===== config.mk =====
export PLATFORM = sky130hd
export DESIGN_NAME = snoop_inquire_responder
export DESIGN_NICKNAME = d
export VERILOG_FILES = /design/src/rtl/snoop_pkg.sv /design/src/rtl/snoop_hold_qual.sv /design/src/rtl/snoop_tag_store.sv /design/src/rtl/snoop_ctrl.sv /design/src/rtl/snoop_inquire_responder.sv
export SDC_FILE = /design/constraint.sdc
export NUM_CORES = 1
export LEC_CHECK = 0
export BUFFER_PORTS_ARGS = -buffer_cell sky130_fd_sc_hd__buf_2
export CAP_MARGIN = 0
export CORE_MARGIN = 8
export CORE_UTILIZATION = 48
export CTS_CLUSTER_SIZE = 30
export DETAILED_ROUTE_END_ITERATION = 16
export HOLD_SLACK_MARGIN = 0.1
export PLACE_DENSITY = 0.66
export SLEW_MARGIN = 20
export SYNTH_ARGS = -nofsm -noshare
export SYNTH_HDL_FRONTEND = slang
export SYNTH_SLANG_ARGS = --single-unit

===== constraint.sdc =====
create_clock -name clk -period 6.78 [get_ports clk]
set_clock_uncertainty 0.1 [all_clocks]
set_input_delay 2.034 -clock clk [delete_from_list [all_inputs] [get_ports clk]]
set_output_delay 2.034 -clock clk [all_outputs]
set_load 0.03 [all_outputs]

===== src/rtl/snoop_pkg.sv =====
package snoop_pkg;
    typedef enum logic [1:0] {
        LN_INV = 2'd0,
        LN_SHR = 2'd1,
        LN_EXC = 2'd2,
        LN_MOD = 2'd3
    } line_st_t;

    typedef enum logic [1:0] {
        SN_IDLE,
        SN_RESOLVE,
        SN_WB_BURST,
        SN_WB_CLOSE
    } snoop_st_t;
endpackage


===== src/rtl/snoop_hold_qual.sv =====
module snoop_hold_qual #(
    parameter int ADDR_W   = 32,
    parameter int HOLD_MIN = 2
) (
    input  logic              clk,
    input  logic              rst_n,
    input  logic              ahold_i,
    input  logic              eads_i,
    input  logic [ADDR_W-1:3] addr_i,
    input  logic              ap_i,
    output logic              strobe_ok_o,
    output logic              par_err_o
);
    localparam int RUN_W = $clog2(HOLD_MIN + 1);

    logic [RUN_W-1:0] run_q;

    // consecutive address-hold samples, saturating at HOLD_MIN
    always_ff @(posedge clk) begin
        if (!rst_n) begin
            run_q <= '0;
        end else if (!ahold_i) begin
            run_q <= '0;
        end else if (run_q < RUN_W'(HOLD_MIN)) begin
            run_q <= run_q + 1'b1;
        end
    end

    assign strobe_ok_o = eads_i && (!ahold_i || (run_q >= RUN_W'(HOLD_MIN)));
    assign par_err_o   = (^addr_i) != ap_i;
endmodule


===== src/rtl/snoop_tag_store.sv =====
module snoop_tag_store
    import snoop_pkg::*;
#(
    parameter int ADDR_W = 32,
    parameter int OFF_W  = 5,
    parameter int SETS   = 8,
    parameter int WAYS   = 2,
    localparam int IDX_W = $clog2(SETS),
    localparam int TAG_W = ADDR_W - OFF_W - IDX_W,
    localparam int WAY_W = (WAYS > 1) ? $clog2(WAYS) : 1
) (
    input  logic                  clk,
    input  logic                  rst_n,
    input  logic [ADDR_W-1:OFF_W] lk_addr_i,
    output logic                  lk_hit_o,
    output logic [WAY_W-1:0]      lk_way_o,
    output line_st_t              lk_state_o,
    input  logic                  up_en_i,
    input  logic [IDX_W-1:0]      up_idx_i,
    input  logic [WAY_W-1:0]      up_way_i,
    input  line_st_t              up_state_i,
    input  logic                  fill_en_i,
    input  logic [ADDR_W-1:OFF_W] fill_addr_i,
    input  logic [WAY_W-1:0]      fill_way_i,
    input  line_st_t              fill_state_i
);
    logic [IDX_W-1:0] lk_idx, fill_idx;
    logic [TAG_W-1:0] lk_tag, fill_tag;
    logic [WAYS-1:0]  way_match;
    line_st_t         way_st [WAYS];

    assign lk_idx   = lk_addr_i[OFF_W +: IDX_W];
    assign lk_tag   = lk_addr_i[ADDR_W-1 -: TAG_W];
    assign fill_idx = fill_addr_i[OFF_W +: IDX_W];
    assign fill_tag = fill_addr_i[ADDR_W-1 -: TAG_W];

    for (genvar gw = 0; gw < WAYS; gw++) begin : g_way
        logic [TAG_W-1:0] tag_q [SETS];
        line_st_t         st_q  [SETS];

        always_ff @(posedge clk) begin
            if (!rst_n) begin
                for (int s = 0; s < SETS; s++) begin
                    tag_q[s] <= '0;
                    st_q[s]  <= LN_INV;
                end
            end else begin
                if (fill_en_i && fill_way_i == WAY_W'(gw)) begin
                    tag_q[fill_idx] <= fill_tag;
                    st_q[fill_idx]  <= fill_state_i;
                end
                // snoop update is written last so it wins a collision
                if (up_en_i && up_way_i == WAY_W'(gw)) begin
                    st_q[up_idx_i] <= up_state_i;
                end
            end
        end

        assign way_match[gw] = (st_q[lk_idx] != LN_INV) && (tag_q[lk_idx] == lk_tag);
        assign way_st[gw]    = st_q[lk_idx];
    end

    always_comb begin
        lk_hit_o   = 1'b0;
        lk_way_o   = '0;
        lk_state_o = LN_INV;
        for (int w = 0; w < WAYS; w++) begin
            if (!lk_hit_o && way_match[w]) begin
                lk_hit_o   = 1'b1;
                lk_way_o   = WAY_W'(w);
                lk_state_o = way_st[w];
            end
        end
    end
endmodule


===== src/rtl/snoop_ctrl.sv =====
module snoop_ctrl
    import snoop_pkg::*;
#(
    parameter int ADDR_W = 32,
    parameter int OFF_W  = 5,
    parameter int WAY_W  = 1,
    parameter int BEATS  = 4,
    localparam int BEAT_W = (BEATS > 1) ? $clog2(BEATS) : 1
) (
    input  logic                  clk,
    input  logic                  rst_n,
    input  logic                  strobe_ok_i,
    input  logic                  par_err_i,
    input  logic [ADDR_W-1:OFF_W] inq_line_i,
    input  logic                  inv_i,
    input  logic                  brdy_i,
    input  logic                  lk_hit_i,
    input  logic [WAY_W-1:0]      lk_way_i,
    input  line_st_t              lk_state_i,
    output logic [ADDR_W-1:OFF_W] line_q_o,
    output logic                  up_en_o,
    output logic [WAY_W-1:0]      up_way_o,
    output line_st_t              up_state_o,
    output logic                  hit_o,
    output logic                  hitm_o,
    output logic                  apchk_o,
    output logic                  wb_busy_o
);
    snoop_st_t         cur_q, nxt;
    logic              inv_q, perr_q;
    logic [WAY_W-1:0]  way_q;
    logic [BEAT_W-1:0] beat_q;
    logic              dirty_hit, last_beat;

    assign dirty_hit = lk_hit_i && (lk_state_i == LN_MOD);
    assign last_beat = brdy_i && (beat_q == BEAT_W'(BEATS - 1));

    // state register
    always_ff @(posedge clk) begin
        if (!rst_n) cur_q <= SN_IDLE;
        else        cur_q <= nxt;
    end

    // transitions
    always_comb begin
        nxt = cur_q;
        unique case (cur_q)
            SN_IDLE:     if (strobe_ok_i) nxt = SN_RESOLVE;
            SN_RESOLVE:  nxt = dirty_hit ? SN_WB_BURST : SN_IDLE;
            SN_WB_BURST: if (last_beat) nxt = SN_WB_CLOSE;
            SN_WB_CLOSE: nxt = SN_IDLE;
        endcase
    end

    // registered outputs and captured inquire context
    always_ff @(posedge clk) begin
        if (!rst_n) begin
            line_q_o  <= '0;
            inv_q     <= 1'b0;
            perr_q    <= 1'b0;
            way_q     <= '0;
            beat_q    <= '0;
            hit_o     <= 1'b0;
            hitm_o    <= 1'b0;
            apchk_o   <= 1'b0;
            wb_busy_o <= 1'b0;
        end else begin
            apchk_o <= 1'b0;
            unique case (cur_q)
                SN_IDLE: begin
                    if (strobe_ok_i) begin
                        line_q_o <= inq_line_i;
                        inv_q    <= inv_i;
                        perr_q   <= par_err_i;
                    end
                end
                SN_RESOLVE: begin
                    hit_o     <= lk_hit_i;
                    hitm_o    <= dirty_hit;
                    apchk_o   <= perr_q;
                    way_q     <= lk_way_i;
                    wb_busy_o <= dirty_hit;
                    beat_q    <= '0;
                end
                SN_WB_BURST: begin
                    if (brdy_i) beat_q <= beat_q + 1'b1;
                    if (last_beat) wb_busy_o <= 1'b0;
                end
                SN_WB_CLOSE: begin
                    hitm_o <= 1'b0;
                end
            endcase
        end
    end

    // line state write: clean hit at resolve, dirty hit after its burst
    always_comb begin
        up_en_o    = ((cur_q == SN_RESOLVE) && lk_hit_i && !dirty_hit)
                   || (cur_q == SN_WB_CLOSE);
        up_way_o   = (cur_q == SN_RESOLVE) ? lk_way_i : way_q;
        up_state_o = inv_q ? LN_INV : LN_SHR;
    end
endmodule


===== src/rtl/snoop_inquire_responder.sv =====
module snoop_inquire_responder
    import snoop_pkg::*;
#(
    parameter int ADDR_W   = 32,
    parameter int OFF_W    = 5,
    parameter int SETS     = 8,
    parameter int WAYS     = 2,
    parameter int BEATS    = 4,
    parameter int HOLD_MIN = 2,
    localparam int IDX_W   = $clog2(SETS),
    localparam int WAY_W   = (WAYS > 1) ? $clog2(WAYS) : 1
) (
    input  logic                  clk,
    input  logic                  rst_n,
    input  logic                  eads_i,
    input  logic [ADDR_W-1:3]     inq_addr_i,
    input  logic                  ap_i,
    input  logic                  inv_i,
    input  logic                  ahold_i,
    input  logic                  brdy_i,
    input  logic                  fill_en_i,
    input  logic [ADDR_W-1:OFF_W] fill_addr_i,
    input  logic [WAY_W-1:0]      fill_way_i,
    input  logic [1:0]            fill_state_i,
    output logic                  hit_o,
    output logic                  hitm_o,
    output logic                  apchk_o,
    output logic                  wb_busy_o,
    output logic [ADDR_W-1:OFF_W] wb_addr_o
);
    logic                  strobe_ok, par_err;
    logic [ADDR_W-1:OFF_W] line_q;
    logic                  lk_hit;
    logic [WAY_W-1:0]      lk_way;
    line_st_t              lk_state;
    logic                  up_en;
    logic [WAY_W-1:0]      up_way;
    line_st_t              up_state;

    snoop_hold_qual #(.ADDR_W(ADDR_W), .HOLD_MIN(HOLD_MIN)) u_qual (
        .clk(clk), .rst_n(rst_n), .ahold_i(ahold_i), .eads_i(eads_i),
        .addr_i(inq_addr_i), .ap_i(ap_i),
        .strobe_ok_o(strobe_ok), .par_err_o(par_err)
    );

    snoop_tag_store #(.ADDR_W(ADDR_W), .OFF_W(OFF_W), .SETS(SETS), .WAYS(WAYS)) u_tags (
        .clk(clk), .rst_n(rst_n),
        .lk_addr_i(line_q), .lk_hit_o(lk_hit), .lk_way_o(lk_way), .lk_state_o(lk_state),
        .up_en_i(up_en), .up_idx_i(line_q[OFF_W +: IDX_W]), .up_way_i(up_way),
        .up_state_i(up_state),
        .fill_en_i(fill_en_i), .fill_addr_i(fill_addr_i), .fill_way_i(fill_way_i),
        .fill_state_i(line_st_t'(fill_state_i))
    );

    snoop_ctrl #(.ADDR_W(ADDR_W), .OFF_W(OFF_W), .WAY_W(WAY_W), .BEATS(BEATS)) u_ctrl (
        .clk(clk), .rst_n(rst_n),
        .strobe_ok_i(strobe_ok), .par_err_i(par_err),
        .inq_line_i(inq_addr_i[ADDR_W-1:OFF_W]), .inv_i(inv_i), .brdy_i(brdy_i),
        .lk_hit_i(lk_hit), .lk_way_i(lk_way), .lk_state_i(lk_state),
        .line_q_o(line_q), .up_en_o(up_en), .up_way_o(up_way), .up_state_o(up_state),
        .hit_o(hit_o), .hitm_o(hitm_o), .apchk_o(apchk_o), .wb_busy_o(wb_busy_o)
    );

    assign wb_addr_o = line_q;
endmodule


==> flow_summary.ini, run 1 <==
[logic_synthesis]
syn-cell-area_um2 = 22300
ys_ff_latch = 459
synthesis.instances = 1695
synth_cell_types = 60
ys_seq_area_frac = 0.593
syn_avg_cell_area_um2 = 13.1
synth-edff-count = 400
synth_flop_cell = edfxtp_1
ys_warn_count = 0
syn_nets = 1764
async_flop_share = 0

[cts]
htree_levels = 2
worstSkewPairLatency_ns = 0.61
clkSinkCount = 459
cts_root_buf = clkbuf_16
post_cts_resized = 0
numCtsBuffers = 49
clockBufferDepth = 3
clk_pin_slew_worst_paths_ns = 0.06
cts_tree = done
postCtsHoldBufs = 0
cts_setup_buffers = 0

[setup_path]
critPathRequiredTime_ns = 6.98
worstRegToRegCells = 10
end_kind = flip-flop
path_max_fanout = 42
regToRegSetupSlack_ns = 2.12
worst-setup-path-type = flip-flop to flip-flop
crit_path_end = u_tags.g_way[1].st_q[5][0]$_DFFE_PP_
crit_arrival_ns = 4.86
rr_endpoint = u_tags.g_way[1].st_q[5][0]$_DFFE_PP_
worst_setup_path_start_kind = flip-flop

[sta]
setup_viol = 0
period_share = 0.688
max-slew-margin-rel = 0.250
fmax_mhz = 214
rsz0062_at_grt = no
period_minus_slack_ns = 4.66
worst_pin_slew_ns = 1.12
fin_tns_setup_ns = 0
hold_viol = 0
slew_violations = 0

[detailed_routing]
drc_errors = 0
drtIter0Drc = 1553
wl_per_cell_um = 26.9
wl_um = 64100
vias = 14700
drt-pass1-iter-count = 5
final_antenna_net_count = 0
vias_per_cell = 6.16

[die]
coreArea_um2 = 46200
std_cell_rows = 79
die_h_um = 231
num_io_pins = 98
die_w_um = 231
start_util = 0.482
die-area_um2 = 53500

[global_routing]
grt_max_degree = 76
grt_overflow = 0
grtUsageTotal = 0.236
antenna_found_initial = 3
grt_pass1_wl_um = 95000
grt_pass1_vias = 14400

[power_and_ir_drop]
p_per_area_nw_per_um2 = 269
fin_total_pwr_w = 0.00671
ir_drop_mv = 0.218
power.leakage_nw = 9.54

[layout]
area_delta_synth_final_pct = 11.8
drive_gt1_frac = 0.192
nNetsFinal = 1806
n_fill_cell = 3745

[hold_path]
hp-class = flip-flop to flip-flop

[run_status]
outcome = completed

[placement]
place.gp.congestion = 0.915
hpwl_um = 39800
io_buffers = 97

[job]
drv_cap = 0
==> critical path, cell delays in order, from the launching register on <==
cell	delay, ns
dfxtp_4	0.92
buf_4	0.45
mux4_2	0.54
mux2i_1	0.24
xor2_1	0.22
nand3_1	0.11
or4_4	0.57
o31ai_2	0.29
nand2_2	0.35
nand3b_2	0.36
mux2i_1	0.17
==> cells in the mapped netlist (5+ instances only) <==
master    instances  area share
mux4_2           70       0.071
or3_1             8      0.0022
a21bo_2           9      0.0040
a21boi_1         14      0.0047
nor2b_1          15      0.0042
clkbuf_1        111       0.019
mux2_2           15      0.0076
edfxtp_1        400        0.54
xnor2_1          26       0.010
buf_2            13      0.0029
buf_6            12      0.0061
nor2_1           25      0.0042
a21boi_0         28      0.0094
nor4_1            5      0.0014
dfxtp_1          59       0.053
inv_1            10      0.0017
a22oi_1          17      0.0057
nor3_1           16      0.0036
nand3_1          47       0.011
nand4_1          17      0.0048
o22ai_1           6      0.0017
and3_1          220       0.062
and2_1          171       0.048
o21ai_0          11      0.0025
a21oi_1           8      0.0018
nand3_2           8      0.0036
a22o_1           10      0.0039
nand2b_1          6      0.0017
nand3b_1         10      0.0034
nand3b_2          7      0.0035
xor2_1           34       0.013
nand2_1         136       0.023
mux2i_1         101       0.045
==> state kept, by name (all words and copies together) (netlist names), named ones only <==
register            count
u_tags.g_way.tag_q    384
u_tags.g_way.st_q      32
u_ctrl.line_q_o        27
u_ctrl.beat_q           2
u_qual.run_q            2
u_ctrl.apchk_o          1
u_ctrl.cur_q            1
u_ctrl.hit_o            1
u_ctrl.hitm_o           1
u_ctrl.inv_q            1
u_ctrl.perr_q           1
u_ctrl.way_q            1
u_ctrl.wb_busy_o        1
==> power by group <==
part	total (W)	internal, W	leakage, nW	switching [W]
registers	0.00332	0.00322	4.30	0.000100
clock network	0.00272	0.00159	0.789	0.00113
logic	0.000666	0.000249	4.46	0.000417
==> cell usage in the layout, fill, tap and decap left out, drive strengths merged, types with 8 or more instances in the layout <==
master	count
nor3	16
nor2b	15
inv	10
a21oi	8
o21ai	11
mux2	15
a21boi	42
mux4	70
nand3	55
a22oi	17
xor2	34
nand4	17
and2	171
clkinv	21
dfxtp	59
nand3b	17
nor2	25
mux2i	101
a22o	10
and3	220
xnor2	26
nand2	137
buf	135
or3	8
clkbuf	61
edfxtp	400
a21bo	9
==> worst min path at each step <==
stage / from / cells past startpoint / end / slack [ns]
4_1_cts: u_ctrl.hitm_o$_SDFFE_PN0P_ / 2 / u_ctrl.hitm_o$_SDFFE_PN0P_ / 0.35
3_3_place_gp: u_ctrl.hitm_o$_SDFFE_PN0P_ / 2 / u_ctrl.hitm_o$_SDFFE_PN0P_ / 0.34
2_1_floorplan: u_tags.g_way[1].st_q[5][1]$_SDFFE_PP0P_ / 2 / u_tags.g_way[1].st_q[5][1]$_SDFFE_PP0P_ / 0.33
3_5_place_dp: u_ctrl.hitm_o$_SDFFE_PN0P_ / 2 / u_ctrl.hitm_o$_SDFFE_PN0P_ / 0.34
5_1_grt: u_tags.g_way[0].st_q[3][1]$_SDFFE_PP0P_ / 2 / u_tags.g_way[0].st_q[3][1]$_SDFFE_PP0P_ / 0.38
6_report: u_ctrl.hitm_o$_SDFFE_PN0P_ / 2 / u_ctrl.hitm_o$_SDFFE_PN0P_ / 0.35
==> final cells by class <==
type / count / area (µm²) / area share
clock buffer: 61 / 1340 / 0.0540
antenna: 1 / 2.50 / 0.000101
tap: 607 / 759 / 0.0305
sequential: 459 / 13200 / 0.530
clock inverter: 26 / 284 / 0.0114
timing repair buffer: 135 / 820 / 0.0329
inverter: 10 / 37.5 / 0.00151
multi-input combinational: 1082 / 8440 / 0.339
==> logic make-up (layout without fill, tap and decap cells) <==
family,Yosys count,after routing,share of synthesized area
xor gates and xnor gates,60,60,0.0236
adders and majority gates,2,2,0.00112
muxes,186,186,0.124
AOI/OAI and AO/OA,128,128,0.0447
DFF,459,459,0.593
and+or+nand+nor,706,706,0.182
buffers and inverters,154,232,0.0322
other,0,1,0
==> per-stage QoR <==
step           std cells   util  setup WS [ns]  hold WS, ns  cell area, µm²
3_3_place_gp        2291  0.503           2.05        0.336           23200
5_1_grt             2380  0.539           1.82        0.381           24900
2_1_floorplan       1695      -           1.82        0.328           22300
6_report            2381  0.539           2.12        0.349           24900
3_5_place_dp        2291  0.503           1.98        0.343           23200
4_1_cts             2378  0.538           2.14        0.352           24800
==> metal layers <==
| layer | global-route usage | part of all wire | vias up | wire length [µm] |
|---|---|---|---|---|
| met5 | 0 | 0.00037 | - | 24 |
| met4 | 0.0865 | 0.033 | 4 | 2140 |
| met3 | 0.0425 | 0.089 | 140 | 5700 |
| met2 | 0.364 | 0.46 | 755 | 29400 |
| met1 | 0.333 | 0.42 | 7368 | 26900 |
| li1 | - | - | 6393 | - |
Note: power is estimated with default switching activity, not from simulation.
==> run 2: changes to the inputs <==
- clock period: 6.78 -> 4.5 ns (I/O delays scaled with it)
==> flow_summary.ini, run 2 (synthesis gave the netlist of run 1 again) <==
[layout]
multi_input_area_um2 = 8430
nNetsFinal = 1835
reg_top3 = u_tags.g_way.tag_q x384, u_tags.g_way.st_q x32, u_ctrl.line_q_o x27
seqCellArea_um2 = 13200
n_fill_cell = 3775
final_common_cell = edfxtp_1
instances_no_fill = 2411
top_register = u_tags.g_way.tag_q
design_area_um2 = 25000
layout_common_cells = edfxtp_1, and3_1, and2_1
drive_gt1_frac = 0.207
area_delta_synth_final_pct = 12.3
largest_register_ff_count = 384

[sta]
fin_tns_setup_ns = 0
slew_violations = 0
setup_viol = 0
fmax_mhz = 235
rsz0062_at_grt = no
period_share = 0.944
period_minus_slack_ns = 4.25
hold_viol = 0
worst_slack_ns = 0.253
max-slew-margin-rel = 0.345
worst_pin_slew_ns = 0.973
fin_hold_ws_ns = 0.368

[placement]
placed_area_um2 = 23500
post-place-cells = 2324
io_buffers = 97
hpwl_um = 40600
place_worst_setup_slack_ns = 0.331
place.gp.congestion = 0.971

[cts]
htree_levels = 2
cts_setup_buffers = 0
worstSkewPairLatency_ns = 0.60
post_cts_resized = 0
numCtsBuffers = 47
clockBufferDepth = 3
clkSinkCount = 459
clk_pin_slew_worst_paths_ns = 0.06
cts_root_buf = clkbuf_16
postCtsHoldBufs = 0
cts_tree = done

[run_status]
outcome = completed

[power_and_ir_drop]
p_per_area_nw_per_um2 = 396
power.leakage_nw = 9.65
ir_drop_mv = 0.342

[setup_path]
worst-setup-path-type = flip-flop to flip-flop
end_kind = flip-flop
crit_arrival_ns = 4.45
critPathRequiredTime_ns = 4.70
worst_setup_path_start_kind = flip-flop
path_max_fanout = 32

[die]
die-area_um2 = 53500
start_util = 0.482
std_cell_rows = 79
die_w_um = 231
coreArea_um2 = 46200
num_io_pins = 98
die_h_um = 231

[detailed_routing]
drt-pass1-iter-count = 5
drc_errors = 0
vias_per_cell = 6.17
wl_um = 66700
drtIter0Drc = 1683
wl_per_cell_um = 27.6
final_antenna_net_count = 0
vias = 14900

[hold_path]
hp-class = flip-flop to flip-flop

[global_routing]
grt_pass1_vias = 14600
grt_max_degree = 73
grt_pass1_wl_um = 98100
grtUsageTotal = 0.247
grt_overflow = 0
antenna_found_initial = 3

[job]
drv_cap = 0
## run 2: cell types whose count changed in the layout (fill, tap and decap cells not counted), moves of 3 or more
| cell | change |
|---|---|
| buf_4 | +31 |
| bufinv_16 | -3 |
| clkinv_1 | -5 |
| clkinv_2 | +6 |
| clkinvlp_4 | +4 |
## run 2: power breakdown
group	switching [W]	internal [W]	leakage, nW
clock	0.00168	0.00219	0.736
sequential	0.000126	0.00485	4.30
combinational	0.000666	0.000388	4.62
total	0.00247	0.00743	9.65
## run 2: area by class of cell
class,count,share of cell area
multi-input cells,1082,0.337
clock inverters,26,0.00771
clock buffers,60,0.0528
inverters,10,0.00150
flip-flops and latches,459,0.528
repair buffers,166,0.0421
well taps,607,0.0304
diodes,1,0.000100
## run 2: per-layer routing
metal	share of wire	track usage	routed length (µm)	up-vias
met5	0.00020	0	13	-
met4	0.027	0.0721	1830	2
met3	0.091	0.0450	6070	121
met2	0.45	0.385	30300	749
met1	0.43	0.350	28500	7561
li1	-	-	-	6449
## run 2: final timing paths
path,start,to,slack [ns],cells past startpoint
worst min-delay path,u_ctrl.hitm_o$_SDFFE_PN0P_,u_ctrl.hitm_o$_SDFFE_PN0P_,0.37,2
worst max register to register,flip-flop,u_tags.g_way[1].st_q[6][0]$_DFFE_PP_,0.25,10
worst min register to register,u_ctrl.hitm_o$_SDFFE_PN0P_,u_ctrl.hitm_o$_SDFFE_PN0P_,0.37,2
worst max-delay path,flip-flop,u_tags.g_way[1].st_q[6][0]$_DFFE_PP_,0.25,10
## run 2: worst max-delay path: stages, from the launching register on
cell and delay (ns):
dfxtp_4 0.77, buf_4 0.32, mux4_2 0.32, mux2i_1 0.28
xor2_1 0.22, o2111ai_1 0.14, or4_4 0.54, o31ai_2 0.33
nand2_2 0.37, nand3b_2 0.38, mux2i_1 0.14
## run 2: per-stage QoR
step	utilization	power [W]
floorplan	-	0.00568
global placement	0.509	0.00609
detailed placement	0.509	0.00611
CTS	0.541	0.00992
global route	0.541	0.0102
finish	0.541	0.00990
==> run 3: changes to the inputs <==
- clock period: 4.5 -> 4.37 ns (I/O delays scaled with it)
==> flow_summary.ini, run 3 (synthesis gave the netlist of run 1 again) <==
[layout]
nNetsFinal = 1834
seqCellArea_um2 = 13200
multi_input_area_um2 = 8430
reg_top3 = u_tags.g_way.tag_q x384, u_tags.g_way.st_q x32, u_ctrl.line_q_o x27
layout_common_cells = edfxtp_1, and3_1, and2_1
top_register = u_tags.g_way.tag_q
drive_gt1_frac = 0.202
final_common_cell = edfxtp_1
n_fill_cell = 3833
area_delta_synth_final_pct = 11.8
largest_register_ff_count = 384
post-route-util = 0.539

[sta]
fmax_mhz = 231
hold_viol = 0
slew_violations = 0
period_minus_slack_ns = 4.34
worst_pin_slew_ns = 0.967
setup_viol = 0
worst_slack_ns = 0.0339
max-slew-margin-rel = 0.355
period_share = 0.992
fin_tns_setup_ns = 0
rsz0062_at_grt = no
fin_hold_ws_ns = 0.363

[cts]
worstSkewPairLatency_ns = 0.59
cts_tree = done
clockBufferDepth = 3
clkSinkCount = 459
numCtsBuffers = 47
htree_levels = 2
cts_root_buf = clkbuf_16
clk_pin_slew_worst_paths_ns = 0.06

[detailed_routing]
drc_errors = 0
vias = 15100
final_antenna_net_count = 0
drtIter0Drc = 1755
drt-pass1-iter-count = 5
vias_per_cell = 6.25
wl_um = 68000
wl_per_cell_um = 28.2

[setup_path]
worst-setup-path-type = flip-flop to flip-flop
path_max_fanout = 32
end_kind = flip-flop
crit_arrival_ns = 4.54
rr_endpoint = u_tags.g_way[0].st_q[4][0]$_DFFE_PP_
worst_setup_path_start_kind = flip-flop
regToRegSetupSlack_ns = 0.03
critPathRequiredTime_ns = 4.57
worstRegToRegCells = 11

[placement]
place_worst_setup_slack_ns = 0.123
place.gp.congestion = 0.924
hpwl_um = 40800
io_buffers = 97

[hold_path]
min_from = u_ctrl.hitm_o$_SDFFE_PN0P_
hold_path_end = u_ctrl.hitm_o$_SDFFE_PN0P_
hold_path_depth = 2
hp-class = flip-flop to flip-flop

[run_status]
outcome = completed

[global_routing]
grt_overflow = 0
grt_pass1_vias = 14900
grt_pass1_wl_um = 99100
grt_max_degree = 73
antenna_found_initial = 2
grtUsageTotal = 0.250

[die]
die_h_um = 231
num_io_pins = 98
coreArea_um2 = 46200
die-area_um2 = 53500
die_w_um = 231
std_cell_rows = 79
start_util = 0.482

[job]
drv_cap = 0

[power_and_ir_drop]
p_per_area_nw_per_um2 = 403
power.leakage_nw = 9.60
ir_drop_mv = 0.337
run 3: cell types whose count changed in the layout (fill, tap and decap cells not counted), moves of 3 or more:
cell	change
clkinv_1	+3
clkbuf_1	+4
clkinvlp_4	-4
clkbuf_8	-3
clkbuf_16	-3
run 3: metal layers:
metal / track usage / up-vias / share of wire
li1: - / 6468 / -
met1: 0.343 / 7605 / 0.41
met2: 0.392 / 849 / 0.45
met3: 0.0493 / 141 / 0.11
met4: 0.0893 / 2 / 0.032
met5: 0 / - / 0.00019
run 3: through the flow:
step	power (W)	cells	cell area [µm²]
after floorplan	0.00585	1695	22300
after global placement	0.00629	2323	23500
after detailed placement	0.00631	2323	23500
after CTS	0.0100	2408	24900
after global routing	0.0103	2408	24900
final	0.0100	2409	24900
run 3: cell type report:
class | count | area share
Sequential cell | 459 | 0.531
Antenna cell | 1 | 0.000101
Timing Repair Buffer | 165 | 0.0425
Clock inverter | 27 | 0.00694
Tap cell | 607 | 0.0305
Inverter | 10 | 0.00151
Clock buffer | 58 | 0.0489
Multi-Input combinational cell | 1082 | 0.339
run 3: worst max-delay path: stages (launching register included):
cell	delay, ns
dfxtp_4	0.76
buf_4	0.25
mux4_2	0.29
mux2i_1	0.63
xor2_1	0.43
nand3_1	0.19
nor4_1	0.28
buf_4	0.18
a41o_1	0.25
o221a_4	0.34
nand3_2	0.14
mux2i_1	0.15
run 3: where the power goes:
part | internal [W] | switching (W)
combinational | 0.000402 | 0.000704
clock | 0.00209 | 0.00169
sequential | 0.00500 | 0.000132
total | 0.00749 | 0.00253
run 3: repair_timing:
item / 4_1_cts / 5_1_grt
buffers inserted: 0 / 0
endpoints found under the setup margin: 0 / 22
resized for setup: 0 / 1
hold buffers: 0 / 0
hold endpoints to repair: 0 / 0
run 3: how the worst max path moves through the flow:
stage                                                       to  cells past startpoint
after floorplan           u_tags.g_way[0].st_q[5][0]$_DFFE_PP_                      4
after detailed placement  u_tags.g_way[1].st_q[1][0]$_DFFE_PP_                     10
final                     u_tags.g_way[0].st_q[4][0]$_DFFE_PP_                     11
after global placement    u_tags.g_way[1].st_q[6][0]$_DFFE_PP_                     11
after global routing      u_tags.g_way[1].st_q[6][0]$_DFFE_PP_                     10
after CTS                 u_tags.g_way[1].st_q[1][0]$_DFFE_PP_                     10
